`src/rtl/trig_period_meter.sv`:
```
module trig_period_meter #(
  parameter int CNT_W = 16
) (
  input  logic             clk,
  input  logic             rst_n,
  input  logic             start,
  input  logic             cmp_in,
  input  logic [CNT_W-1:0] limit,
  output logic [CNT_W-1:0] period_out,
  output logic             done,
  output logic             timeout
);

  typedef enum logic [1:0] {S_IDLE, S_ARM, S_RUN} st_t;

  st_t              st;
  logic [2:0]       sync;
  logic [CNT_W-1:0] cnt;
  logic [CNT_W-1:0] lim_q;
  logic             rise;
  logic             expired;

  assign rise    = sync[1] & ~sync[2];
  assign expired = cnt >= lim_q;

  always_ff @(posedge clk) begin
    if (!rst_n) sync <= '0;
    else        sync <= {sync[1:0], cmp_in};
  end

  always_ff @(posedge clk) begin
    if (!rst_n) begin
      st         <= S_IDLE;
      cnt        <= '0;
      lim_q      <= '0;
      period_out <= '0;
      done       <= 1'b0;
      timeout    <= 1'b0;
    end else begin
      done <= 1'b0;
      if (start) begin
        st      <= S_ARM;
        cnt     <= '0;
        lim_q   <= limit;
        timeout <= 1'b0;
      end else begin
        case (st)
          S_ARM: begin
            if (rise) begin
              st  <= S_RUN;
              cnt <= CNT_W'(1);
            end else if (expired) begin
              st         <= S_IDLE;
              period_out <= lim_q;
              timeout    <= 1'b1;
              done       <= 1'b1;
            end else begin
              cnt <= cnt + 1'b1;
            end
          end
          S_RUN: begin
            if (rise) begin
              st         <= S_IDLE;
              period_out <= cnt;
              done       <= 1'b1;
            end else if (expired) begin
              st         <= S_IDLE;
              period_out <= lim_q;
              timeout    <= 1'b1;
              done       <= 1'b1;
            end else begin
              cnt <= cnt + 1'b1;
            end
          end
          default: ;
        endcase
      end
    end
  end


  a_r4_done_single: assert property (@(posedge clk) disable iff (!rst_n)
    done |=> !done);


  a_r5_timeout_value: assert property (@(posedge clk) disable iff (!rst_n)
    $rose(timeout) |-> (done && period_out == lim_q));


  a_r9_period_hold: assert property (@(posedge clk) disable iff (!rst_n)
    (period_out != $past(period_out)) |-> done);


  a_r9_timeout_clear: assert property (@(posedge clk) disable iff (!rst_n)
    $fell(timeout) |-> $past(start));


  a_r7_valid_bound: assert property (@(posedge clk) disable iff (!rst_n)
    (done && !timeout) |-> (period_out <= lim_q && period_out != '0));

endmodule

```
`config.mk`:
```
export PLATFORM = sky130hd
export DESIGN_NAME = trig_period_meter
export DESIGN_NICKNAME = d
export VERILOG_FILES = /design/src/rtl/trig_period_meter.sv
export SDC_FILE = /design/constraint.sdc
export NUM_CORES = 1
export LEC_CHECK = 0
export ABC_AREA = 0
export BUFFER_PORTS_ARGS = -buffer_cell sky130_fd_sc_hd__buf_2
export CAP_MARGIN = 20
export CORE_ASPECT_RATIO = 1.75
export CORE_MARGIN = 2
export CORE_UTILIZATION = 35
export CTS_CLUSTER_DIAMETER = 200
export DETAILED_ROUTE_END_ITERATION = 6
export GPL_TIMING_DRIVEN = 0
export PLACE_DENSITY = 0.54
export SLEW_MARGIN = 20
export SYNTH_ARGS = -nofsm -noshare
export SYNTH_HDL_FRONTEND = slang
export SYNTH_SLANG_ARGS = --single-unit
```
`constraint.sdc`:
```
create_clock -name clk -period 2.3 [get_ports clk]
set_clock_uncertainty 0.15 [all_clocks]
set_input_delay 0.115 -clock clk [delete_from_list [all_inputs] [get_ports clk]]
set_output_delay 0.115 -clock clk [all_outputs]
set_load 0.02 [all_outputs]
```
==> results of run 1 <==
==> final cells by class <==
class	instances	area (um2)	area share (%)
multi-input combinational	249	1974	45.36
sequential	55	1150	26.42
timing repair buffer	88	689.4	15.84
tap	115	143.9	3.306
buffer	20	132.6	3.047
clock buffer	6	128.9	2.961
inverter	19	73.82	1.696
clock inverter	2	60.06	1.380
==> flip-flops by register name, summed over array words and instances (netlist names) <==
name / flops
sync: 3
st: 2
done: 1
timeout: 1
cnt: 16
period_out: 16
lim_q: 16
==> repair_timing <==
item | 4_1_cts | 5_1_grt
hold buffers | 17 | 0
setup buffers | 26 | 7
cloned | 1 | 1
gates resized for setup | 62 | 65
hold endpoints to repair | 17 | 0
setup endpoints to repair | 36 | 30
pin swaps | 27 | 13
==> worst reg2reg max path, delay by kind of cell, from the launching register on <==
family          cells  cell delay, ns
compound gates      3            0.57
simple gates        3            0.45
buf+inv             3            0.43
flops               1            0.38
fa+ha+maj           1            0.28
==> power by group through the flow <==
stage,Sequential [uW],Combinational (uW),Clock (uW)
after detailed placement,1020,202,0
after CTS,997,266,995
after global placement,1020,200,0
after global routing,996,326,1040
final,992,297,985
after floorplan,1020,137,0
==> layer usage <==
layer	track usage (%)	wire, um	vias up
met3	2.720	249	13
met5	0	0	-
met4	9.198	235	0
met1	21.99	3487	1335
met2	32.35	4552	51
li1	-	-	1426
==> cell families (layout without fill, tap and decap cells) <==
group	after synthesis	after routing	synth area share (%)
buffers and inverters	41	135	5.991
and+or+nand+nor	121	121	22.45
DFF	55	55	36.87
muxes	17	17	5.697
AOI/OAI and AO/OA	92	92	21.03
adders and majority gates	19	19	7.960
==> final timing paths <==
| check | slack (ns) | depth (start not counted) | startpoint | endpoint |
|---|---|---|---|---|
| worst max-delay path | -0.06 | 10 | cnt[13] | period_out[0] |
| worst min-delay path | 0.11 | 3 | rst_n | done |
| worst max register to register | -0.06 | 10 | cnt[13] | period_out[0] |
| worst min register to register | 0.28 | 1 | sync[0] | sync[1] |
==> stage by stage <==
step                worst slack, ns  cells  total power (uW)  TNS, ns
detailed placement          -0.5494    497              1223   -13.07
global placement            -0.4924    497              1220   -11.15
floorplan                  0.007385    345              1158        0
global route                -0.1406    554              2362   -1.728
finish                     -0.06234    554              2274  -0.4604
CTS                         -0.1170    548              2258  -0.8646
==> cell usage after synthesis (2+ instances only) <==
cell      number
nor2_1        24
o21ai_0       25
clkbuf_1      13
o211a_1       16
dfxtp_1       55
buf_1          2
buf_2          3
mux2i_1       17
a21oi_1       26
nor3_1         5
nor2b_1       19
nand4_1        3
and2_1         4
nand4_2        2
nand3_1       13
ha_1          19
inv_1         19
and3_1         5
o211ai_1      11
or4_1          9
nand2_1       24
nand2b_1       4
==> results.cfg, run 1 <==
[run_status]
status = finished with violations
violations = setup timing

[clock_tree]
cts_tree = yes
cts_sinks = 55
h-tree-depth = 2
cts_buffers = 5
clockBufferDepth = 2
cts_root_buffer = clkbuf_16
clkLatencyLatePin_ns = 0.30
clk_pin_slew_ns = 0.07

[power_and_ir_drop]
ir_drop_uv = 504.3
p_clk_share_pct = 43.3
p_leak_uw = 0.002013
intPower_uw = 1744
p_comb_share_pct = 13.1
p_switching_uw = 530.5
p_sw_share_pct = 23.32
p_seq_share_pct = 43.6
pwr_density_cell_nw_per_um2 = 522.5

[run]
max-cap-violations = 0

[floorplan]
core_area_um2 = 8313
dieArea_um2 = 9317
fp.dieW_um = 73.83
io_pins = 38
start_util_pct = 35.93
rows = 44
die_h_um = 126.2

[grt]
overflow = 0
grt_max_degree = 17
grt_antenna_before_repair = 0
grtUsageTotal_pct = 18.79
grt_pass1_vias = 2701
grt_pass1_wl_mm = 13.48

[critical_path]
path_cells = ha_4, nand2_2, nor4_4, buf_4, nand4_4, a41oi_4, buf_4, buf_6, o211ai_1, o211a_1
cp-end-kind = flip-flop
path_buf_inv = 3
path_delay_family = compound AO/OA/AOI/OAI gates
start_kind = flip-flop
crit_required_ns = 2.34
slowest_delay_ns = 0.38
cpMostUsedCell = buf_4
cpMaxStageDelayCell = dfxtp_4
arrival_ns = 2.41
crit_type = reg -> reg
path_max_fanout = 6

[logic_synthesis]
synth_top_cell_by_area = dfxtp_1
yosysUniqueCellTypes = 49
synth_seq_area_share_pct = 36.87
synth-edff-count = 0
synthCells = 345
synth_top_area_share_pct = 36.87
syn_area_um2 = 2987
syn_avg_cell_area_um2 = 8.657
synthTopCellsByArea = dfxtp_1, ha_1, mux2i_1
ys_ff_latch = 55
synth_top_flop_cell = dfxtp_1
ys_async_sr_fraction_pct = 0
ys_warn_count = 0
synth_nets = 384

[routing]
drt_iter0_drc = 172
wl_per_cell_um = 15.39
drt_wl_total_mm = 8.525
vias = 2825
ant_nets = 0
drc_errors = 0
avgViaCountPerCell = 5.099
first_pass_iters = 4

[layout]
final_area_um2 = 4353
area_growth_pct = 45.75
nFillCells = 784
layout_common_cells = buf_2, dfxtp_1, a21oi_1, nor2_1
layout_commonest_cell = buf_2
layout-drive-gt1-share_pct = 36.67
nets = 477
diodes = 0
final_util_pct = 52.36

[timing]
setup-violations-final = 12
fmax_ghz = 0.4233
tightest_slew_ns = 0.7625
fin_ws_ns = -0.06234
min_period_ns = 2.362
hold_slack_ns = 0.1057
hold_viol_final = 0
grt_setup_unrepaired = true
maxSlewViolCount = 0
slew_headroom_pct = 49.17
post-route-period-util_pct = 102.7

[place]
portBuffers = 37
dpl_cell_area_um2 = 3321
gp_congestion = 0.8181
hpwl_mm = 5.868

[hold_path]
hp-class = in -> reg
No activity file was read; power rests on OpenSTA's default activity.
==> inputs of run 2 (changes only) <==
--- a/config.mk
+++ b/config.mk
@@ -14,7 +14,7 @@
 export CTS_CLUSTER_DIAMETER = 200
 export DETAILED_ROUTE_END_ITERATION = 6
 export GPL_TIMING_DRIVEN = 0
-export PLACE_DENSITY = 0.54
+export PLACE_DENSITY = 0.52
 export SLEW_MARGIN = 20
 export SYNTH_ARGS = -nofsm -noshare
 export SYNTH_HDL_FRONTEND = slang
==> constraint.sdc (replaced) <==
create_clock -name clk -period 2.9 [get_ports clk]
set_clock_uncertainty 0.15 [all_clocks]
set_input_delay 0.145 -clock clk [delete_from_list [all_inputs] [get_ports clk]]
set_output_delay 0.145 -clock clk [all_outputs]
set_load 0.02 [all_outputs]
==> run 2 against run 1 <==
Net effect: the flow now finishes without violations; core utilization is 8.3 points lower; sequential share of layout area increased by 3.6 points; count of clock-buffer cells in the layout unchanged; largest cell class unchanged; final cell count decreased by 5.8%; routed wire length down 8.1%; hold slack improved by 0.030 ns; register-to-register slack gained 0.27 ns; critical endpoint is now period_out[9]; non-clock buffer count shrank 32; first-iteration DRC count fell by 8.7%; combinational power is 41% lower.
==> results.cfg, run 2 (synthesis gave the netlist of run 1 again) <==
[clock_tree]
cts_sinks = 55
cts_root_buffer = clkbuf_16
clk_pin_slew_ns = 0.07
clkLatencyLatePin_ns = 0.30
cts_buffers = 5
clockBufferDepth = 2
cts_setup_buffers = 0
cts_tree = yes
h-tree-depth = 2

[place]
placed_cells_incl_taps = 497
portBuffers = 37
gp_congestion = 0.8340
hpwl_mm = 5.890

[layout]
nFillCells = 838
top_regs = cnt x16, lim_q x16, period_out x16
layout_common_cells = dfxtp_1, buf_2, a21oi_1, o21ai_0
final-seq-area_um2 = 1101
multiInputGateArea_um2 = 1712
area_growth_pct = 22.75
final_cells = 522
layout-drive-gt1-share_pct = 15.23
nets = 445
layout_commonest_cell = dfxtp_1
diodes = 0

[floorplan]
fp.dieW_um = 73.83
start_util_pct = 35.93
rows = 44
die_h_um = 126.2
core_area_um2 = 8313
io_pins = 38
dieArea_um2 = 9317

[routing]
avgViaCountPerCell = 5.149
ant_nets = 0
drt_wl_total_mm = 7.832
wl_per_cell_um = 15.00
drt_iter0_drc = 157
vias = 2688
first_pass_iters = 4
drc_errors = 0

[power_and_ir_drop]
intPower_uw = 1287
ir_drop_uv = 309.4
p_switching_uw = 392.8
p_seq_share_pct = 47.1
p_leak_uw = 0.001760
p_sw_share_pct = 23.38
p_comb_share_pct = 10.5
pwr_density_cell_nw_per_um2 = 458.3
p_clk_share_pct = 42.4

[critical_path]
crit_type = reg -> reg
start_kind = flip-flop
cp-end-kind = flip-flop
arrival_ns = 2.74
crit_required_ns = 2.95
path_max_fanout = 10

[timing]
slew_headroom_pct = 48.73
setup-violations-final = 0
hold_viol_final = 0
tightest_slew_ns = 0.7691
maxSlewViolCount = 0
grt_setup_unrepaired = false
post-route-period-util_pct = 92.87
min_period_ns = 2.693
tns_ns = 0
fmax_ghz = 0.3713

[grt]
grt_pass1_vias = 2637
grtUsageTotal_pct = 18.18
overflow = 0
grt_max_degree = 17
grt_pass1_wl_mm = 13.09
grt_antenna_before_repair = 0

[run_status]
status = complete, no violations

[run]
max-cap-violations = 0

[hold_path]
hp-class = in -> reg
[run 2: cell count changes in the layout (fill, tap and decap cells not counted), sizes merged]
| cell | before | now |
|---|---|---|
| clkinv | 0 | 1 |
| bufinv | 2 | 1 |
| buf | 76 | 43 |
| clkbuf | 20 | 21 |
[run 2: per-layer routing]
| metal | vias to the layer above | global-route usage [%] | share of wire [%] |
|---|---|---|---|
| li1 | 1370 | - | - |
| met1 | 1255 | 21.57 | 43 |
| met2 | 46 | 30.88 | 51 |
| met3 | 17 | 2.800 | 2.3 |
| met4 | 0 | 8.877 | 3.5 |
| met5 | - | 0 | 0 |
[run 2: layout make-up]
cell class | instances | share of cell area (%)
well taps | 115 | 3.925
inverters | 19 | 1.945
repair buffers | 54 | 9.693
multi-input cells | 249 | 46.69
clock buffers | 6 | 3.788
clock inverters | 2 | 0.9556
flip-flops and latches | 55 | 30.03
plain buffers | 22 | 2.969
[run 2: timing repair]
action / 4_1_cts / 5_1_grt
hold buffers: 17 / 0
endpoints found under the hold margin: 17 / 0
resized for setup: 0 / 3
endpoints found under the setup margin: 0 / 11
[run 2: per-stage QoR]
step	hold WS (ns)	setup WS, ns	total power (uW)	cell area (um2)	util, %
after floorplan	0.1223	0.4803	917.3	2987	-
after global routing	0.1435	0.01599	1758	3666	44.10
final	0.1352	0.2067	1680	3666	44.10
after global placement	0.2069	0.1951	965.8	3316	39.89
after CTS	0.1318	0.1282	1703	3660	44.02
after detailed placement	0.2312	0.1430	968.5	3316	39.89
[run 2: power groups by stage]
stage	clock network (uW)	registers [uW]	logic, uW
6_report	712	792	176
5_1_grt	766	795	197
4_1_cts	734	792	177
3_5_place_dp	0	809	159
3_3_place_gp	0	809	157
2_1_floorplan	0	810	108
[run 2: worst max-delay path, cell delays in order, from the launching register on]
cell     delay (ns)
dfxtp_1        0.36
inv_1          0.06
ha_1           0.29
nand2_1        0.11
nor4_4         0.38
nand4_2        0.21
a41oi_2        0.38
buf_2          0.32
o21ai_0        0.18
o211a_1        0.16
[run 2: final timing paths]
check	startpoint	end	slack, ns	depth (start not counted)
hold reg to reg	sync[0]	sync[1]	0.30	1
hold / removal	rst_n	done	0.14	3
setup reg to reg	lim_q[13]	period_out[9]	0.21	9
setup / recovery	lim_q[13]	period_out[9]	0.21	9
